[src/rtl/pwm_sq_pkg.sv]
package pwm_sq_pkg;
    typedef enum logic {
        HALF_LOW  = 1'b0,
        HALF_HIGH = 1'b1
    } half_sel_e;

    typedef enum logic {
        BYTES_KEEP    = 1'b0,
        BYTES_REVERSE = 1'b1
    } byte_ord_e;
endpackage

[src/rtl/sq_write_path.sv]
module sq_write_path
    import pwm_sq_pkg::*;
#(
    parameter int BUS_W    = 32,
    parameter int SAMPLE_W = 16
) (
    input  logic [BUS_W-1:0]    wr_data,
    input  half_sel_e           half,
    input  byte_ord_e           order,
    output logic [SAMPLE_W-1:0] sample
);
    localparam int NBYTES = SAMPLE_W / 8;

    logic [SAMPLE_W-1:0] picked;
    logic [SAMPLE_W-1:0] reversed;

    always_comb begin
        if (half == HALF_HIGH) picked = wr_data[BUS_W-1 -: SAMPLE_W];
        else                   picked = wr_data[SAMPLE_W-1:0];
    end

    for (genvar g = 0; g < NBYTES; g++) begin : g_byte
        assign reversed[g*8 +: 8] = picked[(NBYTES-1-g)*8 +: 8];
    end

    assign sample = (order == BYTES_REVERSE) ? reversed : picked;

    initial begin
        assert (BUS_W == 2 * SAMPLE_W && SAMPLE_W % 8 == 0)
            else $error("bad widths");
    end
endmodule

[src/rtl/sq_storage.sv]
module sq_storage #(
    parameter int DEPTH    = 4,
    parameter int SAMPLE_W = 16,
    parameter int PTR_W    = $clog2(DEPTH),
    parameter int CNT_W    = $clog2(DEPTH + 1)
) (
    input  logic                clk,
    input  logic                rst_n,
    input  logic                push,
    input  logic [SAMPLE_W-1:0] din,
    input  logic                pop,
    output logic [SAMPLE_W-1:0] dout,
    output logic [CNT_W-1:0]    count,
    output logic                push_rej
);
    typedef struct packed {
        logic [DEPTH-1:0][SAMPLE_W-1:0] mem;
        logic [PTR_W-1:0]               rd;
        logic [PTR_W-1:0]               wr;
        logic [CNT_W-1:0]               cnt;
        logic [SAMPLE_W-1:0]            out;
    } st_t;

    st_t st_d, st_q;
    logic do_push, do_pop;

    function automatic logic [PTR_W-1:0] next_ptr(input logic [PTR_W-1:0] p);
        if (p == PTR_W'(DEPTH - 1)) return '0;
        return p + PTR_W'(1);
    endfunction

    always_comb begin
        st_d    = st_q;
        do_pop  = pop && (st_q.cnt != '0);
        do_push = push && (st_q.cnt != CNT_W'(DEPTH));
        if (do_pop) begin
            st_d.out = st_q.mem[st_q.rd];
            st_d.rd  = next_ptr(st_q.rd);
        end
        if (do_push) begin
            st_d.mem[st_q.wr] = din;
            st_d.wr           = next_ptr(st_q.wr);
        end
        st_d.cnt = st_q.cnt + CNT_W'(do_push) - CNT_W'(do_pop);
    end

    always_ff @(posedge clk or negedge rst_n) begin
        if (!rst_n) st_q <= '0;
        else        st_q <= st_d;
    end

    assign dout     = st_q.out;
    assign count    = st_q.cnt;
    assign push_rej = push && (st_q.cnt == CNT_W'(DEPTH));

    assert_level_bound_R4: assert property (@(posedge clk) disable iff (!rst_n)
        st_q.cnt <= CNT_W'(DEPTH));

    assert_full_drop_R5: assert property (@(posedge clk) disable iff (!rst_n)
        (push && !pop && st_q.cnt == CNT_W'(DEPTH)) |=>
        (st_q.cnt == CNT_W'(DEPTH) && $stable(st_q.mem)));

    assert_pop_empty_R10: assert property (@(posedge clk) disable iff (!rst_n)
        (pop && !push && st_q.cnt == '0) |=> ($stable(st_q.out) && st_q.cnt == '0));
endmodule

[src/rtl/sq_status.sv]
module sq_status #(
    parameter int DEPTH = 4,
    parameter int CNT_W = $clog2(DEPTH + 1),
    parameter int WM_W  = $clog2(DEPTH)
) (
    input  logic             clk,
    input  logic             rst_n,
    input  logic [CNT_W-1:0] count,
    input  logic [WM_W-1:0]  wmark,
    input  logic             push_rej,
    input  logic             clr,
    output logic             room,
    output logic             err
);
    logic             err_d, err_q;
    logic [CNT_W:0]   free_slots;
    logic [CNT_W:0]   needed;

    always_comb begin
        free_slots = (CNT_W+1)'(DEPTH) - (CNT_W+1)'(count);
        needed     = (CNT_W+1)'(wmark) + (CNT_W+1)'(1);
        room       = free_slots >= needed;
        err_d      = err_q;
        if (clr)      err_d = 1'b0;
        if (push_rej) err_d = 1'b1;
    end

    always_ff @(posedge clk or negedge rst_n) begin
        if (!rst_n) err_q <= 1'b0;
        else        err_q <= err_d;
    end

    assign err = err_q;

    assert_err_set_R6: assert property (@(posedge clk) disable iff (!rst_n)
        push_rej |=> err);

    assert_err_clear_R7: assert property (@(posedge clk) disable iff (!rst_n)
        (clr && !push_rej) |=> !err);

    assert_room_when_empty_R8: assert property (@(posedge clk) disable iff (!rst_n)
        (count == '0) |-> room);
endmodule

[src/rtl/pwm_sample_queue.sv]
module pwm_sample_queue
    import pwm_sq_pkg::*;
#(
    parameter int DEPTH    = 4,
    parameter int SAMPLE_W = 16,
    parameter int BUS_W    = 32,
    parameter int WM_W     = $clog2(DEPTH),
    parameter int CNT_W    = $clog2(DEPTH + 1),
    parameter int WM_RESET = 1
) (
    input  logic                clk,
    input  logic                rst_n,
    input  logic                cfg_wr,
    input  logic                cfg_half_hi,
    input  logic                cfg_byte_rev,
    input  logic [WM_W-1:0]     cfg_wmark,
    input  logic                push,
    input  logic [BUS_W-1:0]    push_data,
    input  logic                pop,
    output logic [SAMPLE_W-1:0] pop_data,
    output logic [CNT_W-1:0]    level,
    output logic                room_flag,
    output logic                wr_err,
    input  logic                err_clr
);
    typedef struct packed {
        half_sel_e        half;
        byte_ord_e        order;
        logic [WM_W-1:0]  wm;
    } cfg_t;

    cfg_t cfg_d, cfg_q;
    logic [SAMPLE_W-1:0] sample;
    logic                push_rej;

    always_comb begin
        cfg_d = cfg_q;
        if (cfg_wr) begin
            cfg_d.half  = half_sel_e'(cfg_half_hi);
            cfg_d.order = byte_ord_e'(cfg_byte_rev);
            cfg_d.wm    = cfg_wmark;
        end
    end

    always_ff @(posedge clk or negedge rst_n) begin
        if (!rst_n) cfg_q <= '{half: HALF_LOW, order: BYTES_KEEP, wm: WM_W'(WM_RESET)};
        else        cfg_q <= cfg_d;
    end

    sq_write_path #(.BUS_W(BUS_W), .SAMPLE_W(SAMPLE_W)) i_wpath (
        .wr_data (push_data),
        .half    (cfg_q.half),
        .order   (cfg_q.order),
        .sample  (sample)
    );

    sq_storage #(.DEPTH(DEPTH), .SAMPLE_W(SAMPLE_W)) i_store (
        .clk      (clk),
        .rst_n    (rst_n),
        .push     (push),
        .din      (sample),
        .pop      (pop),
        .dout     (pop_data),
        .count    (level),
        .push_rej (push_rej)
    );

    sq_status #(.DEPTH(DEPTH)) i_status (
        .clk      (clk),
        .rst_n    (rst_n),
        .count    (level),
        .wmark    (cfg_q.wm),
        .push_rej (push_rej),
        .clr      (err_clr),
        .room     (room_flag),
        .err      (wr_err)
    );

    assert_cfg_hold_R9: assert property (@(posedge clk) disable iff (!rst_n)
        !cfg_wr |=> $stable(cfg_q));
endmodule

[config.mk]
export PLATFORM = sky130hd
export DESIGN_NAME = pwm_sample_queue
export DESIGN_NICKNAME = d
export VERILOG_FILES = /design/src/rtl/pwm_sq_pkg.sv /design/src/rtl/sq_write_path.sv /design/src/rtl/sq_storage.sv /design/src/rtl/sq_status.sv /design/src/rtl/pwm_sample_queue.sv
export SDC_FILE = /design/constraint.sdc
export NUM_CORES = 1
export LEC_CHECK = 0
export ABC_AREA = 1
export BUFFER_PORTS_ARGS = -buffer_cell sky130_fd_sc_hd__buf_4
export CORE_MARGIN = 5
export CORE_UTILIZATION = 50
export DETAILED_ROUTE_END_ITERATION = 8
export PLACE_DENSITY_LB_ADDON = 0.12
export SKIP_LAST_GASP = 1
export SLEW_MARGIN = 10
export SYNTH_ARGS = -nofsm -noshare
export SYNTH_HDL_FRONTEND = slang
export SYNTH_SLANG_ARGS = --single-unit
[constraint.sdc]
create_clock -name clk -period 7 [get_ports clk]
set_input_delay 0 -clock clk [delete_from_list [all_inputs] [get_ports clk]]
set_output_delay 0 -clock clk [all_outputs]
set_load 0.02 [all_outputs]
Yosys cells after proc, flatten, opt, wreduce, memory -nomap -nowiden --
Cells that the tools add are included.
Storage, ports and cells: flip-flop bits (word level) 92, input port bits 42, output and inout port bits 21, logic and storage cells 49
Cells by class: add/sub/neg operators 6, magnitude comparators 4, eq/ne operators 4, muxes and demuxes 17, reduce and logical (&&, ||, !) cells 6
Operators by type and width (count):
- 64-bit bitwise mux | 1
- 16-bit two-way mux | 4
- 16-bit binary-select mux with 2-bit select | 1
- 16-bit demux with 2-bit select | 1
- 2-bit two-way mux | 4
- 2-bit by 3-bit less-than comparator with 1-bit output, second input constant | 2
- 1-bit two-way mux | 6
- 2-bit by 1-bit adder with 2-bit output, second input constant | 2
- 2-bit == test, second input constant | 2
- 4-bit greater-or-equal comparator | 1
- 1-bit logical AND | 4
- 3-bit by 3-bit subtractor with 4-bit output, first input constant | 1
- 2-bit by 1-bit adder with 3-bit output, second input constant | 1
- 3-bit by 1-bit adder with 3-bit output | 1
- 3-bit == test, second input constant | 1
- 3-bit != test, second input constant | 1
- 3-bit nonzero test | 1
- 3-bit by 1-bit subtractor with 3-bit output | 1
- 2-bit by 1-bit greater-or-equal comparator with 1-bit output, second input constant | 1
- 2-bit nonzero test | 1

Longest topological paths before layout --
depth in word-level cells 5, mapped depth 11, depth with buffers taken out 10

By module --
Synthesis repeated with hierarchy kept, for this count alone.
Second synthesis, totals: cell total of the unflattened synthesis 763, area total of the unflattened synthesis 5494.0 µm²
Modules (own cells, without submodules):
- sq_storage | instances 1, cells an instance 603, area each 4613.2 µm²
- sq_write_path | instances 1, cells an instance 120, area each 563.0 µm²
- sq_status | instances 1, cells an instance 23, area each 167.7 µm²
- pwm_sample_queue | instances 1, cells an instance 17, area each 150.1 µm²

Least setup slack after synthesis --
Ideal clock, no wire load.
path kind register to register, start register i_store.st_q (netlist bit i_store.count[1]), end register i_store.st_q (netlist bit i_store.count[2]), arrival 2105 ps, required time 6877 ps, path slack 4773 ps, stages on the path, launching flop included 12, path buffers 1, cell sequence dfrtp_1 > inv_1 > ha_1 > ha_1 > nor2_1 > buf_2 > ha_1 > inv_1 > ha_1 > inv_1 > fa_1 > xnor2_1
RTL lines:
- start: declaration | RTL line sq_storage.sv:24 | st_t st_d, st_q;
- start signal: assignment | RTL line sq_storage.sv:49 | else st_q <= st_d;

Final worst setup path --
start register i_store.st_q (netlist bit i_store.count[1]), end register i_store.st_q[75] (netlist bit)
On the way: cells in the longest elaborated chain, start to end 2
RTL lines:
- 3-bit != test | RTL line sq_storage.sv:35 | do_push = push && (st_q.cnt != CNT_W'(DEPTH));
- 1-bit logical AND | RTL line sq_storage.sv:35
No other way between the ends. A chain may end at the register's enable or synchronous reset.

==> metrics.md <==
| Metric | Value |
|---|---|
| Outcome | finished clean |
| Initial drt markers | 280 |
| Final Hold Viols | 0 |
| Cells after Synth | a little under 700 |
| Vias in the first global route | 4476 |
| Worst Path Required | 7270 ps |
| Estimated wirelength of the detail-placed design | 8590 um |
| CP arrival | 2440 ps |
| # DRC | 0 |
| Avg Cell Area, Syn | 7.50 um^2 |
| Synth Cell Area | ~5200 um^2 |
| # fillers | 953 |
| Rows | 37 |
| Dpl cell area | approximately 5500 um^2 |
| Post-Synth XOR/XNOR Area | less than 1% |
| Initial antenna violation count | 0 |
| Largest family of logic cells by synthesized area | simple AND/OR/NAND/NOR gates |
| Power per cell area | 426 nW/um^2 |
| Post-synthesis adder-cell area fraction | 3.99% |
| Core ar. | about 10000 um^2 |
| CTS Sinks | slightly above 90 |
| Final Cell Area | roughly 6000 um^2 |
| Synth area leaders | dfrtp_1 44%, nand2_1 21%, nand3_1 11%, inv_1 6.1%, buf_4 4.2% |
| Routed via count | 4431 |
| Max-slew headroom | a little over two fifths |
| Post-layout util | between 50% and 60% |
| Setup TNS | 0 ps |
| # setup viols final | 0 |
| Critical path launch point type | flip-flop |
| WL per Instance | between 15 and 20 um |
| Cell Chain, Critical Path | inv_1, ha_1, ha_1, inv_2, nand2_4, nor2_4, inv_2, nand2_1, nand2_1 |
| DRT Wirelength | 13100 um |
| Fin. max-slew vios | 0 |
| Seq pwr share | 37.1% |
| Mux cell area share after synthesis | 0.216% |
| Pin count of the biggest net entering global routing | 64 |
| Clock Power Share | ~18% |
| H-Tree Level Count | 3 |
| Clock Path Buffers | 2 |
| Logic pwr share | between 40% and 50% |
| Dpl cells | around 850 |
| Hold Path Class | in2reg |
| Num CTS Buffers | 9 |
| # resized after CTS | 0 |
| Post-synth top area cell | dfrtp_1 |
| Max Freq | 460 MHz |
| Syn Nets | 752 |
| Antenna-violating nets left | 0 |
| DRT Pass-1 Iters | 4 |
| Vias per cell | a little over 5 |
| Tcrit/Tclk final | around 31% |
| Unrepaired setup endpoints after global routing | no |
| Die width | approximately 110 um |
| Seq cells post-synth | 92 |
| Overflow after GRT | 0 |
| Area Growth Syn to Fin | 12.3% |
| Initial core utilization | a little over 50% |
| Clock Pin Slew Worst Setup and Hold Paths | 90 ps |
| Worst vdd ir | 0.000260 V |
| Synth Warn # | 0 |
| Layout net count | 790 |
| Finished Layout Cells | about 870 |
| Post-synthesis simple-gate area fraction | about 37% |
| Placer Congestion | ~0.82 |
| P_int | approximately 1400 uW |
| Sw Ratio | a little over two fifths |
| CTS root buf | clkbuf_8 |
| Skew-Pair Late Insertion Delay | between 300 and 400 ps |
| Largest fanout on the critical path | 17 |
| Least-Margin Pin Slew | around 860 ps |
| Sequential fraction of the synthesis area | roughly 44% |
| Max_cap viols | 0 |
| Critical path type | reg2reg |
| CTS tree | yes |
| Leakage power | ~0.0033 uW |
| Synth top area share | between 40% and 50% |
| Slowest CP cell | nor2_4 |
| Cell variety after synth | 20 |
| Worst setup EP type | flip-flop |
| Die H | ~110 um |
| Final Skew | just under 10 ps |
| Psw | between 1000 and 1500 uW |
| First-pass GRT wire length | roughly 22000 um |
| I/O pin cnt | 63 |
| Port buffer count | 62 |
| Die area | 12600 um^2 |
| Layout cells sized above 1 | between 15 and 20% |
| Fin crit period | approximately 2200 ps |
| Slowest cell delay on critical path | 470 ps |
| Ant diodes | 0 |
| Tot GR Track Use | 21.9% |
| Synth Area in Compound Gates | between 1 and 1.5% |
-- critical path: cells and delay by family, from the launching register on --
kind	cells	cell delay (ps)
buffers and inverters	3	490
AND/OR/NAND/NOR	4	770
adder cells (fa/ha/maj)	2	410
flip-flops	1	410
-- layout make-up --
type	instances	area (um^2)	area share (%)
well taps	136	170	2.91
flip-flops and latches	92	2300	39.4
clock inverters	4	95.1	1.63
repair buffers	73	568	9.71
inverters	94	353	6.03
clock buffers	12	155	2.65
multi-input cells	462	2200	37.7
-- per-stage QoR --
step	worst slack (ps)	power [uW]	hold slack, ps
4_1_cts	4810	2510	27.5
3_5_place_dp	4830	2050	-47.1
6_report	4830	2490	25.9
2_1_floorplan	4770	1800	-296
3_3_place_gp	4880	2020	-44.6
5_1_grt	4660	2730	54.8
-- cells by family after synthesis --
logic type / after synthesis
multiplexers: 1
XOR/XNOR: 1
buffers and inverters: 140
AO/OA/AOI/OAI: 11
flip-flops: 92
adder cells (fa/ha/maj): 16
AND/OR/NAND/NOR: 433
-- timing repair --
item / in CTS / in global routing
endpoints found under the hold margin: 34 / 0
buffers inserted: 0 / 0
hold buffers: 8 / 0
-- final timing paths --
check	start	end	slack [ps]	cells after the start
min in group asynchronous	rst_n	i_store.dout[3]	80	2
min reg2reg	i_store.st_q[61]	i_store.st_q[61]	480	2
max in group asynchronous	rst_n	i_store.st_q[20]	5790	3
max	i_store.count[1]	i_store.st_q[75]	4830	9
max reg2reg	i_store.count[1]	i_store.st_q[75]	4830	9
min	push_data[13]	i_store.st_q[68]	30	5
-- power by group through the flow --
stage / sequential (uW) / combinational [uW] / clock [uW]
after floorplan: 877 / 925 / 0
after global placement: 925 / 1100 / 0
after detailed placement: 933 / 1120 / 0
after CTS: 923 / 1130 / 453
after global routing: 957 / 1300 / 476
final: 925 / 1120 / 446
-- state kept, by name, indices dropped and copies added, names as in the netlist --
name and count:
cfg_q 4, i_status.err 1, i_store.count 3, i_store.dout 16, i_store.st_q 68
-- cells in the mapped netlist --
cell,n
nand2_1,297
nor2_1,2
nand3_1,110
buf_4,29
nand2_4,1
xnor2_1,1
inv_2,9
dfstp_2,1
dfrtp_1,91
a21boi_0,1
ha_1,15
nor2_4,4
buf_6,7
inv_1,85
mux2_2,1
buf_2,10
nand3_2,19
a21oi_1,1
o21ai_0,9
fa_1,1
-- layout by cell type, fill, tap and decap left out --
cell type / synthesis / final
o21ai_0: 9 / 9
nand3_1: 110 / 110
clkbuf_8: 0 / 11
clkinv_2: 0 / 1
a21boi_0: 1 / 1
dfrtp_1: 91 / 91
buf_4: 29 / 65
nor2_1: 2 / 2
nand2_4: 1 / 1
dlygate4sd3_1: 0 / 8
nor2_4: 4 / 4
fa_1: 1 / 1
bufinv_16: 0 / 3
inv_2: 9 / 9
nand3_2: 19 / 19
mux2_2: 1 / 1
inv_1: 85 / 85
nand2_1: 297 / 297
dfstp_2: 1 / 1
ha_1: 15 / 15
clkbuf_1: 0 / 1
a21oi_1: 1 / 1
xnor2_1: 1 / 1
-- routing by layer --
metal,up-vias,GRT usage (%),share of wire [%]
li1,2187,-,-
met1,2070,29.3,44
met2,150,35.6,47
met3,24,3.23,6.3
met4,0,9.62,2.7
met5,-,0,0
No activity file was read; power rests on OpenSTA's default activity.
